[config.mk]
export PLATFORM = sky130hd
export DESIGN_NAME = cascadeEncoder16
export DESIGN_NICKNAME = d
export VERILOG_FILES = /design/src/rtl/prioEncPkg.sv /design/src/rtl/encControl.sv /design/src/rtl/encDatapath.sv /design/src/rtl/prioEncoder8.sv /design/src/rtl/cascadeEncoder16.sv
export SDC_FILE = /design/constraint.sdc
export NUM_CORES = 1
export LEC_CHECK = 0
export BUFFER_PORTS_ARGS = -buffer_cell sky130_fd_sc_hd__buf_2
export CELL_PAD_IN_SITES_DETAIL_PLACEMENT = 0
export CELL_PAD_IN_SITES_GLOBAL_PLACEMENT = 2
export CORE_AREA = 2 2 39 41
export DETAILED_ROUTE_END_ITERATION = 8
export DIE_AREA = 0 0 41 43
export PLACE_DENSITY_LB_ADDON = 0.1
export SLEW_MARGIN = 10
export SYNTH_ARGS = -nofsm -noshare
export SYNTH_HDL_FRONTEND = slang
export SYNTH_SLANG_ARGS = --single-unit
[constraint.sdc]
create_clock -name vclk -period 2.2
set_clock_uncertainty 0.15 [all_clocks]
set_input_delay 0.11 -clock vclk [all_inputs]
set_output_delay 0.11 -clock vclk [all_outputs]
set_load 0.01 [all_outputs]
[src/rtl/prioEncPkg.sv]
package prioEncPkg;

  // Strobes passed from a stage's control to its datapath and output pins.
  typedef struct packed {
    logic driveCode;  // stage is enabled and has an active line
    logic groupHit;   // drives the group flag (active high inside)
    logic passDown;   // enable travels on to the next lower stage
  } encStrobes_t;

endpackage

[src/rtl/encControl.sv]
module encControl
  import prioEncPkg::*;
#(
  parameter int LANES = 8
) (
  input  logic             enN,
  input  logic [LANES-1:0] reqN,
  output encStrobes_t      strobes,
  output logic             groupN,
  output logic             enOutN
);

  logic enabled;
  logic anyReq;

  always_comb begin
    enabled           = ~enN;
    anyReq            = ~(&reqN);
    strobes.driveCode = enabled & anyReq;
    strobes.groupHit  = enabled & anyReq;
    strobes.passDown  = enabled & ~anyReq;
  end

  always_comb begin
    groupN = ~strobes.groupHit;
    enOutN = ~strobes.passDown;
  end

endmodule

[src/rtl/encDatapath.sv]
module encDatapath
  import prioEncPkg::*;
#(
  parameter int LANES  = 8,
  parameter int CODE_W = $clog2(LANES)
) (
  input  logic [LANES-1:0]  reqN,
  input  encStrobes_t       strobes,
  output logic [CODE_W-1:0] codeN
);

  logic [CODE_W-1:0] topIdx;

  // Scan upward so the last active line seen, the highest, wins.
  always_comb begin
    topIdx = '0;
    for (int i = 0; i < LANES; i++) begin
      if (!reqN[i]) topIdx = CODE_W'(i);
    end
  end

  always_comb begin
    codeN = strobes.driveCode ? ~topIdx : '1;
  end

endmodule

[src/rtl/prioEncoder8.sv]
module prioEncoder8
  import prioEncPkg::*;
#(
  parameter int LANES  = 8,
  parameter int CODE_W = $clog2(LANES)
) (
  input  logic              enN,
  input  logic [LANES-1:0]  reqN,
  output logic [CODE_W-1:0] codeN,
  output logic              groupN,
  output logic              enOutN
);

  encStrobes_t strobes;

  encControl #(.LANES(LANES)) u_ctrl (
    .enN    (enN),
    .reqN   (reqN),
    .strobes(strobes),
    .groupN (groupN),
    .enOutN (enOutN)
  );

  encDatapath #(.LANES(LANES), .CODE_W(CODE_W)) u_dp (
    .reqN   (reqN),
    .strobes(strobes),
    .codeN  (codeN)
  );

endmodule

[src/rtl/cascadeEncoder16.sv]
module cascadeEncoder16 #(
  parameter int LANES  = 8,
  localparam int CODE_W = $clog2(LANES),
  localparam int TOTAL  = 2 * LANES,
  localparam int OUT_W  = CODE_W + 1
) (
  input  logic             enN,
  input  logic [TOTAL-1:0] reqN,
  output logic [OUT_W-1:0] codeN,
  output logic             groupN,
  output logic             enOutN
);

  logic [CODE_W-1:0] upperCode, lowerCode;
  logic              upperGroup, lowerGroup;
  logic              chainEn;
  logic              lowerEnOut;

  prioEncoder8 #(.LANES(LANES)) u_upper (
    .enN   (enN),
    .reqN  (reqN[TOTAL-1:LANES]),
    .codeN (upperCode),
    .groupN(upperGroup),
    .enOutN(chainEn)
  );

  prioEncoder8 #(.LANES(LANES)) u_lower (
    .enN   (chainEn),
    .reqN  (reqN[LANES-1:0]),
    .codeN (lowerCode),
    .groupN(lowerGroup),
    .enOutN(lowerEnOut)
  );

  always_comb begin
    codeN  = {upperGroup, upperCode & lowerCode};
    groupN = upperGroup & lowerGroup;
    enOutN = lowerEnOut;
  end

endmodule

==> flow_summary.json <==
{
  "run_status": "completed",
  "drive_gt1_frac": 0.528,
  "utilization": 0.225,
  "powerDensity_nw_per_um2": 150,
  "coreArea_sq_um": 1380,
  "yosysUniqueCellTypes": 14,
  "finalSetupTns_ps": 0,
  "synthCells": 31,
  "slew_headroom": 0.821,
  "antenna_cells": 0,
  "hold_violations": 0,
  "fin_crit_sh": 0.602,
  "gp_congestion": 0.585,
  "rsz0062_at_grt": "false",
  "postRouteAntennaNets": 0,
  "cts_repair_resize_count": 0,
  "drv_slew": 0,
  "worstPathRequired_ps": 1940,
  "min_period_ps": 1330,
  "remaining_drc_errors": 0,
  "die_y_um": 43,
  "seq_cells": 0,
  "synth.top_cells.by_count": "nand2_1 (5), a31oi_1 (4), inv_1 (4), nand4_1 (4), o21ai_0 (4)",
  "start_util": 0.133,
  "cp_max_fo": 3,
  "viasPerCell": 4.32,
  "final-seq-area_sq_um": 0,
  "worstSetupEndpointType": "primary output",
  "core.rowCount": 14,
  "synthTopCellsByArea": "a31oi_1 (14%), nand4_1 (14%), o21ai_0 (11%), nand2_1 (10%), inv_1 (8.2%)",
  "antenna_found_initial": 0,
  "area_delta_synth_final_pct": 69.4,
  "yosys_warnings": 0,
  "vias": 298,
  "grt_pass1_wl_um": 910,
  "synth_fp_nets": 48,
  "critPathLaunchType": "input pin",
  "nNetsFinal": 72,
  "io_pins": 23,
  "vdd_ir_drop_max_mv": 0.0302,
  "drtIter0Drc": 3,
  "drv_cap": 0,
  "overflow": 0,
  "critical_path_class": "in2out",
  "cp_data_arrival_time_ps": 1070,
  "n_clock_buffer": 0,
  "dp_hpwl_um": 586,
  "ys_seq_area_frac": 0,
  "synth_area_sq_um": 184,
  "hold_buffers": 0,
  "grt_use_met2": 0.119,
  "post-synth-top-count-cell": "nand2_1",
  "gr-usage-met3": 0,
  "clock.fmax_mhz": 754,
  "dr.pass1.iters": 2,
  "post_drt_wl_per_cell_um": 9.28,
  "leakage_nw": 0.150,
  "hold_class": "in2out",
  "finalWirelength_um": 640,
  "syn_avg_cell_area_sq_um": 5.93,
  "synth_top_cell_by_area": "a31oi_1",
  "busiest_layer": "met2",
  "setup-violations-final": 0,
  "die_w_um": 41,
  "grt_max_degree": 5,
  "grt_use_total": 0.0679,
  "die_area_sq_um": 1760,
  "met1_usage": 0.0949,
  "grt_pass1_vias": 242,
  "cts_setup_buffers": 0,
  "io_buffers": 23,
  "yosysTopAreaCellShare": 0.136,
  "worst_pin_slew_ps": 267
}
worst max-delay path, cell delays in order:
cell	delay [ps]
buf_2	100
nand4_1	150
nor3_2	250
o21ai_2	100
o22a_1	220
buf_2	130
power by group:
part / internal (mW) / total, mW / switching, mW
Sequential: 0 / 0 / 0
Clock: 0 / 0 / 0
Combinational: 0.0235 / 0.0467 / 0.0232
Total: 0.0235 / 0.0467 / 0.0232
layout make-up:
| class | count | area, sq um |
|---|---|---|
| fillers | 166 | 1070 |
| inverters | 4 | 15.0 |
| multi-input cells | 26 | 161 |
| well taps | 16 | 20.0 |
| repair buffers | 23 | 115 |
final timing paths:
| path | start | to | slack (ps) | cells after the start |
|---|---|---|---|---|
| setup / recovery | reqN[10] | codeN[0] | 870 | 6 |
| hold / removal | enN | codeN[2] | 400 | 3 |
cells in the final DEF, fill, tap and decap left out:
cell | netlist | routed
nand2_1 | 5 | 5
and2b_2 | 1 | 1
buf_2 | 0 | 23
nor2_1 | 1 | 1
inv_1 | 4 | 4
o21ai_0 | 4 | 4
o22a_1 | 1 | 1
nor3_2 | 1 | 1
nand4_1 | 4 | 4
o21ai_2 | 1 | 1
a31oi_1 | 4 | 4
o22a_2 | 1 | 1
o21bai_1 | 2 | 2
and2_2 | 1 | 1
kinds of logic (layout without fill, tap and decap cells):
kind of cell	Yosys count	count (layout)	share of synthesized area
AND/OR/NAND/NOR	13	13	0.401
buffers and inverters	5	27	0.122
AO/OA/AOI/OAI	13	13	0.476
layer usage:
layer,vias up,part of all wire
li1,164,-
met1,126,0.45
met2,8,0.48
met3,0,0.066
met4,0,0
met5,-,0
metrics by stage:
step / total power [mW] / hold WS, ps / setup slack, ps / std cells / instance area, sq um
finish: 0.0467 / 400 / 875 / 69 / 312
detailed placement: 0.0473 / 401 / 885 / 69 / 312
global route: 0.0525 / 425 / 786 / 69 / 312
global placement: 0.0461 / 399 / 904 / 69 / 312
floorplan: 0.0203 / 197 / 1170 / 31 / 184
CTS: 0.0475 / 404 / 878 / 69 / 312
Note: power is estimated with default switching activity, not from simulation.
